### src/rtl/pinmux_pkg.sv
package pinmux_pkg;

   // pad function codes (the low codes of input functions map to fn_in index code-1)
   typedef enum logic [3:0] {
      FN_GPIO = 4'd0,
      FN_SCLK = 4'd1,
      FN_SRXD = 4'd2,
      FN_IRQ0 = 4'd3,
      FN_IRQ1 = 4'd4,
      FN_WAIT = 4'd5,
      FN_BREQ = 4'd6,
      FN_TXD  = 4'd7,
      FN_ADDR = 4'd8,
      FN_DATA = 4'd9,
      FN_CLKO = 4'd10,
      FN_BACK = 4'd11
   } fn_code_e;

   localparam int N_IN_FN  = 6;
   localparam int N_OUT_FN = 5;
   localparam int IN_BASE  = 1;

   // input function indices
   localparam int IN_SCLK = 0;
   localparam int IN_SRXD = 1;
   localparam int IN_IRQ0 = 2;
   localparam int IN_IRQ1 = 3;
   localparam int IN_WAIT = 4;
   localparam int IN_BREQ = 5;

   // output function indices
   localparam int OUT_TXD  = 0;
   localparam int OUT_ADDR = 1;
   localparam int OUT_DATA = 2;
   localparam int OUT_CLKO = 3;
   localparam int OUT_BACK = 4;

   // bit set: AND merge with idle level 1; bit clear: OR merge with idle level 0
   localparam logic [N_IN_FN-1:0] IN_AND_MASK = 6'b111100;
   // bit set: forced inactive in single-chip mode
   localparam logic [N_IN_FN-1:0] IN_BUS_MASK = 6'b110000;

endpackage

### src/rtl/pinmux_regs.sv
module pinmux_regs #(
   parameter int NUM_PADS = 8,
   parameter int SEL_W    = 4,
   parameter int ADDR_W   = 4,
   parameter int WR_W     = 8
) (
   input  logic                            clk,
   input  logic                            rst_n,
   input  logic                            wr_en,
   input  logic [ADDR_W-1:0]               wr_addr,
   input  logic [WR_W-1:0]                 wr_data,
   output logic [NUM_PADS-1:0][SEL_W-1:0]  sel_q,
   output logic [NUM_PADS-1:0]             dir_q,
   output logic [NUM_PADS-1:0]             port_q
);

   localparam int DIR_ADDR  = NUM_PADS;
   localparam int PORT_ADDR = NUM_PADS + 1;

   always_ff @(posedge clk or negedge rst_n) begin
      if (!rst_n) begin
         sel_q  <= '0;
         dir_q  <= '0;
         port_q <= '0;
      end else if (wr_en) begin
         for (int i = 0; i < NUM_PADS; i++) begin
            if (wr_addr == ADDR_W'(i))
               sel_q[i] <= wr_data[SEL_W-1:0];
         end
         if (wr_addr == ADDR_W'(DIR_ADDR))
            dir_q <= wr_data[NUM_PADS-1:0];
         if (wr_addr == ADDR_W'(PORT_ADDR))
            port_q <= wr_data[NUM_PADS-1:0];
      end
   end

endmodule

### src/rtl/pinmux_in_merge.sv
module pinmux_in_merge
   import pinmux_pkg::*;
#(
   parameter int NUM_PADS = 8,
   parameter int SEL_W    = 4
) (
   input  logic [NUM_PADS-1:0][SEL_W-1:0] sel_q,
   input  logic [NUM_PADS-1:0]            pad_in,
   input  logic                           single_chip,
   output logic [N_IN_FN-1:0]             fn_in
);

   for (genvar f = 0; f < N_IN_FN; f++) begin : g_fn
      logic [NUM_PADS-1:0] hit;
      logic                merged;

      always_comb begin
         for (int p = 0; p < NUM_PADS; p++)
            hit[p] = (sel_q[p] == SEL_W'(f + IN_BASE));
      end

      if (IN_AND_MASK[f]) begin : g_and
         assign merged = &(pad_in | ~hit);
      end else begin : g_or
         assign merged = |(pad_in & hit);
      end

      if (IN_BUS_MASK[f]) begin : g_bus
         assign fn_in[f] = merged | single_chip;
      end else begin : g_plain
         assign fn_in[f] = merged;
      end
   end

endmodule

### src/rtl/pinmux_pad_cell.sv
module pinmux_pad_cell
   import pinmux_pkg::*;
#(
   parameter int SEL_W     = 4,
   parameter bit ADDR_IDLE = 1'b0
) (
   input  logic [SEL_W-1:0]    sel,
   input  logic                dir_bit,
   input  logic                port_bit,
   input  logic                pad_in_bit,
   input  logic [N_OUT_FN-1:0] fn_out,
   input  logic                data_oe,
   input  logic                single_chip,
   output logic                out,
   output logic                oe,
   output logic                rd
);

   always_comb begin
      out = 1'b0;
      oe  = 1'b0;
      rd  = pad_in_bit;
      case (sel)
         SEL_W'(FN_GPIO): begin
            oe  = dir_bit;
            out = port_bit;
            if (dir_bit) rd = port_bit;
         end
         SEL_W'(FN_TXD): begin
            oe  = 1'b1;
            out = fn_out[OUT_TXD];
         end
         SEL_W'(FN_ADDR): begin
            oe  = 1'b1;
            out = single_chip ? ADDR_IDLE : fn_out[OUT_ADDR];
         end
         SEL_W'(FN_DATA): begin
            oe  = data_oe & ~single_chip;
            out = fn_out[OUT_DATA];
         end
         SEL_W'(FN_CLKO): begin
            oe  = 1'b1;
            out = single_chip | fn_out[OUT_CLKO];
         end
         SEL_W'(FN_BACK): begin
            oe  = 1'b1;
            out = single_chip | fn_out[OUT_BACK];
         end
         default: ;
      endcase
   end

endmodule

### src/rtl/pinmux_ctrl.sv
module pinmux_ctrl
   import pinmux_pkg::*;
#(
   parameter  int NUM_PADS  = 8,
   parameter  int SEL_W     = 4,
   parameter  bit ADDR_IDLE = 1'b0,
   localparam int ADDR_W    = $clog2(NUM_PADS + 2),
   localparam int WR_W      = (NUM_PADS > SEL_W) ? NUM_PADS : SEL_W
) (
   input  logic                clk,
   input  logic                rst_n,
   input  logic                wr_en,
   input  logic [ADDR_W-1:0]   wr_addr,
   input  logic [WR_W-1:0]     wr_data,
   input  logic                single_chip,
   input  logic [NUM_PADS-1:0] pad_in,
   output logic [NUM_PADS-1:0] pad_out,
   output logic [NUM_PADS-1:0] pad_oe,
   output logic [NUM_PADS-1:0] port_rd,
   input  logic [N_OUT_FN-1:0] fn_out,
   input  logic                data_oe,
   output logic [N_IN_FN-1:0]  fn_in
);

   if (NUM_PADS < 2 || NUM_PADS > 64) begin : g_bad_pads
      $error("pinmux_ctrl: NUM_PADS must lie in 2..64");
   end
   if (SEL_W < 4) begin : g_bad_sel
      $error("pinmux_ctrl: SEL_W must hold every function code");
   end

   logic [NUM_PADS-1:0][SEL_W-1:0] sel_q;
   logic [NUM_PADS-1:0]            dir_q;
   logic [NUM_PADS-1:0]            port_q;

   pinmux_regs #(
      .NUM_PADS (NUM_PADS),
      .SEL_W    (SEL_W),
      .ADDR_W   (ADDR_W),
      .WR_W     (WR_W)
   ) u_regs (
      .clk     (clk),
      .rst_n   (rst_n),
      .wr_en   (wr_en),
      .wr_addr (wr_addr),
      .wr_data (wr_data),
      .sel_q   (sel_q),
      .dir_q   (dir_q),
      .port_q  (port_q)
   );

   pinmux_in_merge #(
      .NUM_PADS (NUM_PADS),
      .SEL_W    (SEL_W)
   ) u_merge (
      .sel_q       (sel_q),
      .pad_in      (pad_in),
      .single_chip (single_chip),
      .fn_in       (fn_in)
   );

   for (genvar p = 0; p < NUM_PADS; p++) begin : g_pad
      pinmux_pad_cell #(
         .SEL_W     (SEL_W),
         .ADDR_IDLE (ADDR_IDLE)
      ) u_cell (
         .sel         (sel_q[p]),
         .dir_bit     (dir_q[p]),
         .port_bit    (port_q[p]),
         .pad_in_bit  (pad_in[p]),
         .fn_out      (fn_out),
         .data_oe     (data_oe),
         .single_chip (single_chip),
         .out         (pad_out[p]),
         .oe          (pad_oe[p]),
         .rd          (port_rd[p])
      );
   end

endmodule

### config.mk
export PLATFORM = sky130hd
export DESIGN_NAME = pinmux_ctrl
export DESIGN_NICKNAME = d
export VERILOG_FILES = /design/src/rtl/pinmux_pkg.sv /design/src/rtl/pinmux_regs.sv /design/src/rtl/pinmux_in_merge.sv /design/src/rtl/pinmux_pad_cell.sv /design/src/rtl/pinmux_ctrl.sv
export SDC_FILE = /design/constraint.sdc
export NUM_CORES = 1
export LEC_CHECK = 0
export ABC_CLOCK_PERIOD_IN_PS = 2100
export BUFFER_PORTS_ARGS = -buffer_cell sky130_fd_sc_hd__buf_2
export CAP_MARGIN = 15
export CORE_MARGIN = 4
export CORE_UTILIZATION = 40
export CTS_CLUSTER_SIZE = 30
export DETAILED_ROUTE_END_ITERATION = 12
export SLEW_MARGIN = 20
export SYNTH_ARGS = -nofsm -noshare
export SYNTH_HDL_FRONTEND = slang
export SYNTH_SLANG_ARGS = --single-unit
### constraint.sdc
create_clock -name clk -period 2.1 [get_ports clk]
set_input_delay 0.42 -clock clk [delete_from_list [all_inputs] [get_ports clk]]
set_output_delay 0.42 -clock clk [all_outputs]
set_load 0.02 [all_outputs]
Word-level counts from Yosys, hierarchy flattened. Index checks and enable logic that the tools add are counted.

Input port bits: 30. Bits in registers: 48. Word-level logic and storage cells: 189. Output and inout bits: 30.

Muxes and demuxes: 33. Equal/unequal tests: 97. Reduce and logical (&&, ||, !) cells: 33. Bitwise gates (word level): 16.

Operator list (count): 4-bit by 3-bit == test with 1-bit output, second input constant (36); 4-bit == test, second input constant (34); 4-bit by 2-bit == test with 1-bit output, second input constant (18); 1-bit case mux with 6 select lines (8); 4-bit by 1-bit == test with 1-bit output, second input constant (9); 4-bit zero test (9); 8-bit NOT (4); 8-bit bitwise OR (4); 8-bit AND reduction (4); 4-bit OR reduction (8); 1-bit case mux with 3 select lines (8); 2-bit AND reduction (10); 1-bit two-way mux (17); 8-bit bitwise AND (2); 8-bit OR reduction (2); 1-bit bitwise OR (4); 1-bit bitwise AND (1); 1-bit NOT (1).

Logic depth before layout (Yosys ltp).
Depth in word-level cells: 5. Gate-level depth with buffers: 6. Depth with buffers taken out: 4.

Cells and area by module. From an unflattened synthesis, not the netlist that was laid out.

Cell total of the unflattened synthesis: 359. Area total of the unflattened synthesis: 3573.4 um^2.

Modules (own cells, without submodules): pinmux_regs (cells an instance 116, area each 1866.8 um^2, sequential area each 1201.2 um^2, times used 1); pinmux_pad_cell (cells an instance 19, area each 136.4 um^2, sequential area each 0.0 um^2, times used 8); pinmux_in_merge (cells an instance 91, area each 615.6 um^2, sequential area each 0.0 um^2, times used 1).

Worst setup path after synthesis. Ideal clock, no wire load.

Kind: input port to output port. From: in fn_out[1]. To: out pad_out[1]. Path buffers: 2. Required time: 1.680 ns. Setup slack: 0.184 ns. Stages: 6. Data arrival time: 1.496 ns. Cell sequence: nor2b_1 clkbuf_1 mux2i_1 or4_1 o311ai_0 buf_4.

Longest elaborated chain between the ends: 2.

Ends and longest elaborated chain: start: declaration (RTL line pinmux_ctrl.sv:20) `input logic [N_OUT_FN-1:0] fn_out,`; 1-bit two-way mux (RTL line pinmux_pad_cell.sv:35) `out = single_chip ? ADDR_IDLE : fn_out[OUT_ADDR];`; 1-bit case mux with 6 select lines (RTL line pinmux_pad_cell.sv:23) `case (sel)`; end: declaration (RTL line pinmux_ctrl.sv:17) `output logic [NUM_PADS-1:0] pad_out,`.

No other way between the ends.

Final worst setup path.
From: reg u_regs.sel_q[3] (netlist bit). To: out fn_in[5].

Longest elaborated chain between the ends: 5.

Ends and longest elaborated chain: start: declaration (RTL line pinmux_regs.sv:12) `output logic [NUM_PADS-1:0][SEL_W-1:0] sel_q,`; start signal: indexed assignment (RTL line pinmux_regs.sv:28) `sel_q[i] <= wr_data[SEL_W-1:0];`; 4-bit by 3-bit == test with 1-bit output (RTL line pinmux_in_merge.sv:19) `hit[p] = (sel_q[p] == SEL_W'(f + IN_BASE));`; 8-bit NOT (RTL line pinmux_in_merge.sv:23) `assign merged = &(pad_in | ~hit);`; 8-bit bitwise OR (RTL line pinmux_in_merge.sv:23); 8-bit AND reduction (RTL line pinmux_in_merge.sv:23); 1-bit bitwise OR (RTL line pinmux_in_merge.sv:29) `assign fn_in[f] = merged | single_chip;`; end: declaration (RTL line pinmux_ctrl.sv:22) `output logic [N_IN_FN-1:0] fn_in`.

No other way between the ends.

==> results.py <==
metrics = {
    "status": {
        "outcome": "complete, but fails checks",
        "failed_checks": "negative setup slack",
    },
    "global_route": {
        "grt_remaining_overflow": 0,
        "grt_pass1_vias": 3238,
        "grt_first_pass_wirelength_mm": 17.1,
        "antenna_found_initial": 0,
        "groute.usage.overall_pct": 21.3,
        "grt_start_max_net_pins": 49,
    },
    "placement": {
        "placed_area_mm2": 0.00403,
        "dp_slack_ps": -189,
        "gpl.final_weighted_congestion": 0.934,
        "portBuffers": 59,
        "post-dp-hpwl_mm": 8.13,
    },
    "cells_and_area": {
        "antenna-diode-count": 0,
        "synthToLayoutAreaGrowth_pct": 24.9,
        "fin_area_mm2": 0.00452,
        "final_net_count": 492,
        "layout_cell_share_with_drive_strength_beyond_1_pct": 49.4,
    },
    "clock_tree": {
        "ctsHtreeMaxLevel": 2,
        "cts.path.max_buffers": 2,
        "cts_inserted_buffers": 5,
        "cts-root-buf": "sky130_fd_sc_hd__clkbuf_8",
        "postCtsHoldBufs": 0,
        "clock_latency_ps": 300,
        "cts_tree": "built",
        "cts.clk_slew.worst_paths_ps": 90,
        "clock_sinks": 48,
    },
    "yosys": {
        "number_of_enable_flip_flop_cells_after_synthesis": 0,
        "synth.top_cell.area_share_pct": 33.2,
        "synth_top_area_cell": "sky130_fd_sc_hd__dfrtp_1",
        "synth_top_family_by_area": "simple AND/OR/NAND/NOR gates",
        "synth_compound_area_share_pct": 14.0,
        "ys.flop_type": "sky130_fd_sc_hd__dfrtp_1",
        "synth_xor_area_share_pct": 0,
        "synth.avg_cell_area_um2": 9.09,
        "simple_gate_portion_of_the_synthesized_area_pct": 23.6,
        "synth-seq-area-share_pct": 33.2,
        "synth_nets": 428,
        "post_synth_inst_count": 398,
        "synthMuxAreaShare_pct": 19.1,
        "synth_warnings": 0,
        "postSynthRegisterBits": 48,
        "post_synth_instance_area_mm2": 0.00362,
        "yosys.area_share.adder_pct": 0,
        "synthDistinctLibCells": 50,
        "ys_async_rst_share_pct": 100,
        "post_synth_main_area_contributors": "sky130_fd_sc_hd__dfrtp_1 33%, sky130_fd_sc_hd__mux2_2 16%, sky130_fd_sc_hd__buf_4 5.8%",
    },
    "timing": {
        "worstMarginPinSlew_ps": 607,
        "max_freq_mhz": 449,
        "timing.max_slew.rel_slack_pct": 59.5,
        "final-setup-viol-count": 6,
        "maxSlewViolCount": 0,
        "fin_worst_skew_ps": 0,
        "final_min_period_over_clock_period_pct": 106,
        "rsz0062_at_grt": "yes",
        "final.setup.worst_slack_ps": -126,
        "final.min_clock_period_ps": 2230,
        "finalHoldViolations": 0,
    },
    "setup_path": {
        "crit_path_end_kind": "primary output",
        "timing.rr.start": "u_regs.sel_q[17]",
        "critical_path.startpoint": "u_regs.sel_q[3]",
        "worst_path_arrival_time_ps": 1810,
        "crit_path_max_fanout": 3,
        "crit_required_ps": 1680,
        "setup.worst_path.start_class": "flip-flop",
        "timing.setup.critical_path_class": "reg -> out",
    },
    "route": {
        "drt-initial-drc-count": 146,
        "antenna_violating_nets_left": 0,
        "remaining_drc_errors": 0,
        "num_vias": 3295,
        "route.detailed.wl_per_inst_um": 19.8,
        "firstDrtPassIters": 4,
        "drt_wl_total_mm": 11.3,
        "vias_per_cell": 5.78,
    },
    "job": {
        "drv.max_cap_violation_count": 0,
    },
    "pwr": {
        "power.ir.vdd_worst_uv": 342,
        "power_frac_comb_pct": 52.2,
        "switching_power_w": 0.00168,
        "p_int_w": 0.00246,
        "clock_power_share_pct": 13.2,
        "total_leakage_power_nw": 1.93,
        "power.share.sequential_pct": 34.7,
        "net_switching_fraction_of_the_power_pct": 40.6,
        "power_density_mw_per_mm2": 915,
    },
    "floorplan": {
        "dieArea_mm2": 0.0106,
        "chipWidth_um": 103,
        "core.rowCount": 34,
        "coreArea_mm2": 0.00876,
        "fp.dieH_um": 103,
        "ioPinCount": 60,
        "effective_utilization_at_floorplan_pct": 41.3,
    },
    "worst_hold_path": {
        "hold_crit_class": "in -> async",
    },
}
power by group through the flow:
stage	logic [W]	registers, W	clock network, W
finish	0.00216	0.00143	0.000544
CTS	0.00200	0.00142	0.000559
detailed placement	0.00177	0.00143	0
global route	0.00232	0.00147	0.000593
global placement	0.00174	0.00142	0
floorplan	0.00149	0.00129	0
path summary, 6_finish.rpt:
kind / cells after the start / endpoint / slack [ps]
max in group asynchronous: 2 / u_regs.sel_q[5] / 1750
min reg2reg: 1 / u_regs.dir_q[6] / 550
min: 2 / u_regs.port_q[5] / 80
max reg2reg: 3 / u_regs.sel_q[17] / 1010
min in group clk: 2 / u_regs.dir_q[7] / 350
max: 4 / fn_in[5] / -130
critical path, cell delays in order, from the launching register on:
cell and delay [ps]:
sky130_fd_sc_hd__dfrtp_1 390, sky130_fd_sc_hd__or3b_4 400, sky130_fd_sc_hd__o32a_1 330, sky130_fd_sc_hd__a41o_1 250, sky130_fd_sc_hd__buf_6 140
layout make-up:
type	instances	area (um^2)
Tap cell	108	135
Clock buffer	6	72.6
Sequential cell	48	1220
Fill cell	841	4240
Multi-Input combinational cell	283	2250
Timing Repair Buffer	114	805
Clock inverter	1	5.00
Inverter	10	37.5
flip-flops by register name, indices dropped and copies added, names as in the netlist:
register and cells:
u_regs.dir_q 8, u_regs.port_q 8, u_regs.sel_q 32
metal layers:
metal / track usage [%] / share of wire [%] / vias to the layer above
met5: 0 / 0 / -
met4: 5.78 / 1.8 / 0
met3: 3.32 / 6.5 / 14
met2: 34.5 / 47 / 99
met1: 29.6 / 45 / 1627
li1: - / - / 1555
synthesized netlist by cell type (2+ instances only):
| cell | n |
|---|---|
| sky130_fd_sc_hd__a21oi_1 | 21 |
| sky130_fd_sc_hd__a22o_1 | 3 |
| sky130_fd_sc_hd__a22oi_1 | 4 |
| sky130_fd_sc_hd__a2bb2oi_1 | 7 |
| sky130_fd_sc_hd__a41oi_1 | 2 |
| sky130_fd_sc_hd__and4b_1 | 3 |
| sky130_fd_sc_hd__buf_1 | 2 |
| sky130_fd_sc_hd__buf_2 | 6 |
| sky130_fd_sc_hd__buf_4 | 28 |
| sky130_fd_sc_hd__clkbuf_1 | 21 |
| sky130_fd_sc_hd__dfrtp_1 | 48 |
| sky130_fd_sc_hd__inv_1 | 10 |
| sky130_fd_sc_hd__mux2_2 | 53 |
| sky130_fd_sc_hd__mux2i_1 | 5 |
| sky130_fd_sc_hd__mux4_2 | 2 |
| sky130_fd_sc_hd__nand2_1 | 18 |
| sky130_fd_sc_hd__nand2b_1 | 6 |
| sky130_fd_sc_hd__nand3_1 | 19 |
| sky130_fd_sc_hd__nand3b_1 | 4 |
| sky130_fd_sc_hd__nand4_1 | 8 |
| sky130_fd_sc_hd__nand4b_1 | 5 |
| sky130_fd_sc_hd__nand4bb_1 | 2 |
| sky130_fd_sc_hd__nor2_1 | 29 |
| sky130_fd_sc_hd__nor2b_1 | 19 |
| sky130_fd_sc_hd__nor3b_1 | 9 |
| sky130_fd_sc_hd__nor4_1 | 3 |
| sky130_fd_sc_hd__nor4b_1 | 2 |
| sky130_fd_sc_hd__o21ai_0 | 12 |
| sky130_fd_sc_hd__o22ai_1 | 11 |
| sky130_fd_sc_hd__o311ai_0 | 4 |
| sky130_fd_sc_hd__o32ai_1 | 3 |
| sky130_fd_sc_hd__or2_2 | 4 |
| sky130_fd_sc_hd__or3_1 | 2 |
| sky130_fd_sc_hd__or3b_1 | 5 |
| sky130_fd_sc_hd__or4_1 | 3 |
cells in the final DEF, fill, tap and decap left out, drive strengths merged, types with 11 or more instances in the layout:
master / n
o21ai: 12
nand2: 18
mux2: 53
nor2b: 19
o22ai: 11
dfrtp: 48
nor2: 30
buf: 114
nand3: 19
a21oi: 21
metrics by stage:
| stage | setup TNS, ps | power, W | util (%) | hold slack [ps] | std cells |
|---|---|---|---|---|---|
| after floorplan | 0 | 0.00278 | - | 124 | 398 |
| after global placement | -93.0 | 0.00316 | 45.9 | 431 | 547 |
| after detailed placement | -205 | 0.00320 | 45.9 | 433 | 547 |
| after CTS | -526 | 0.00397 | 49.6 | 93.8 | 563 |
| after global routing | -894 | 0.00439 | 51.6 | 107 | 570 |
| final | -503 | 0.00414 | 51.6 | 79.9 | 570 |
cells by family after synthesis:
logic type / Yosys count
multiplexers: 60
flip-flops: 48
buffers and inverters: 67
AND/OR/NAND/NOR: 147
AO/OA/AOI/OAI: 76
timing repair:
item	in CTS	in global routing
pin swaps	11	15
endpoints found under the setup margin	14	16
resized for setup	55	36
setup buffers	9	8
(Power assumes the default switching activity.)
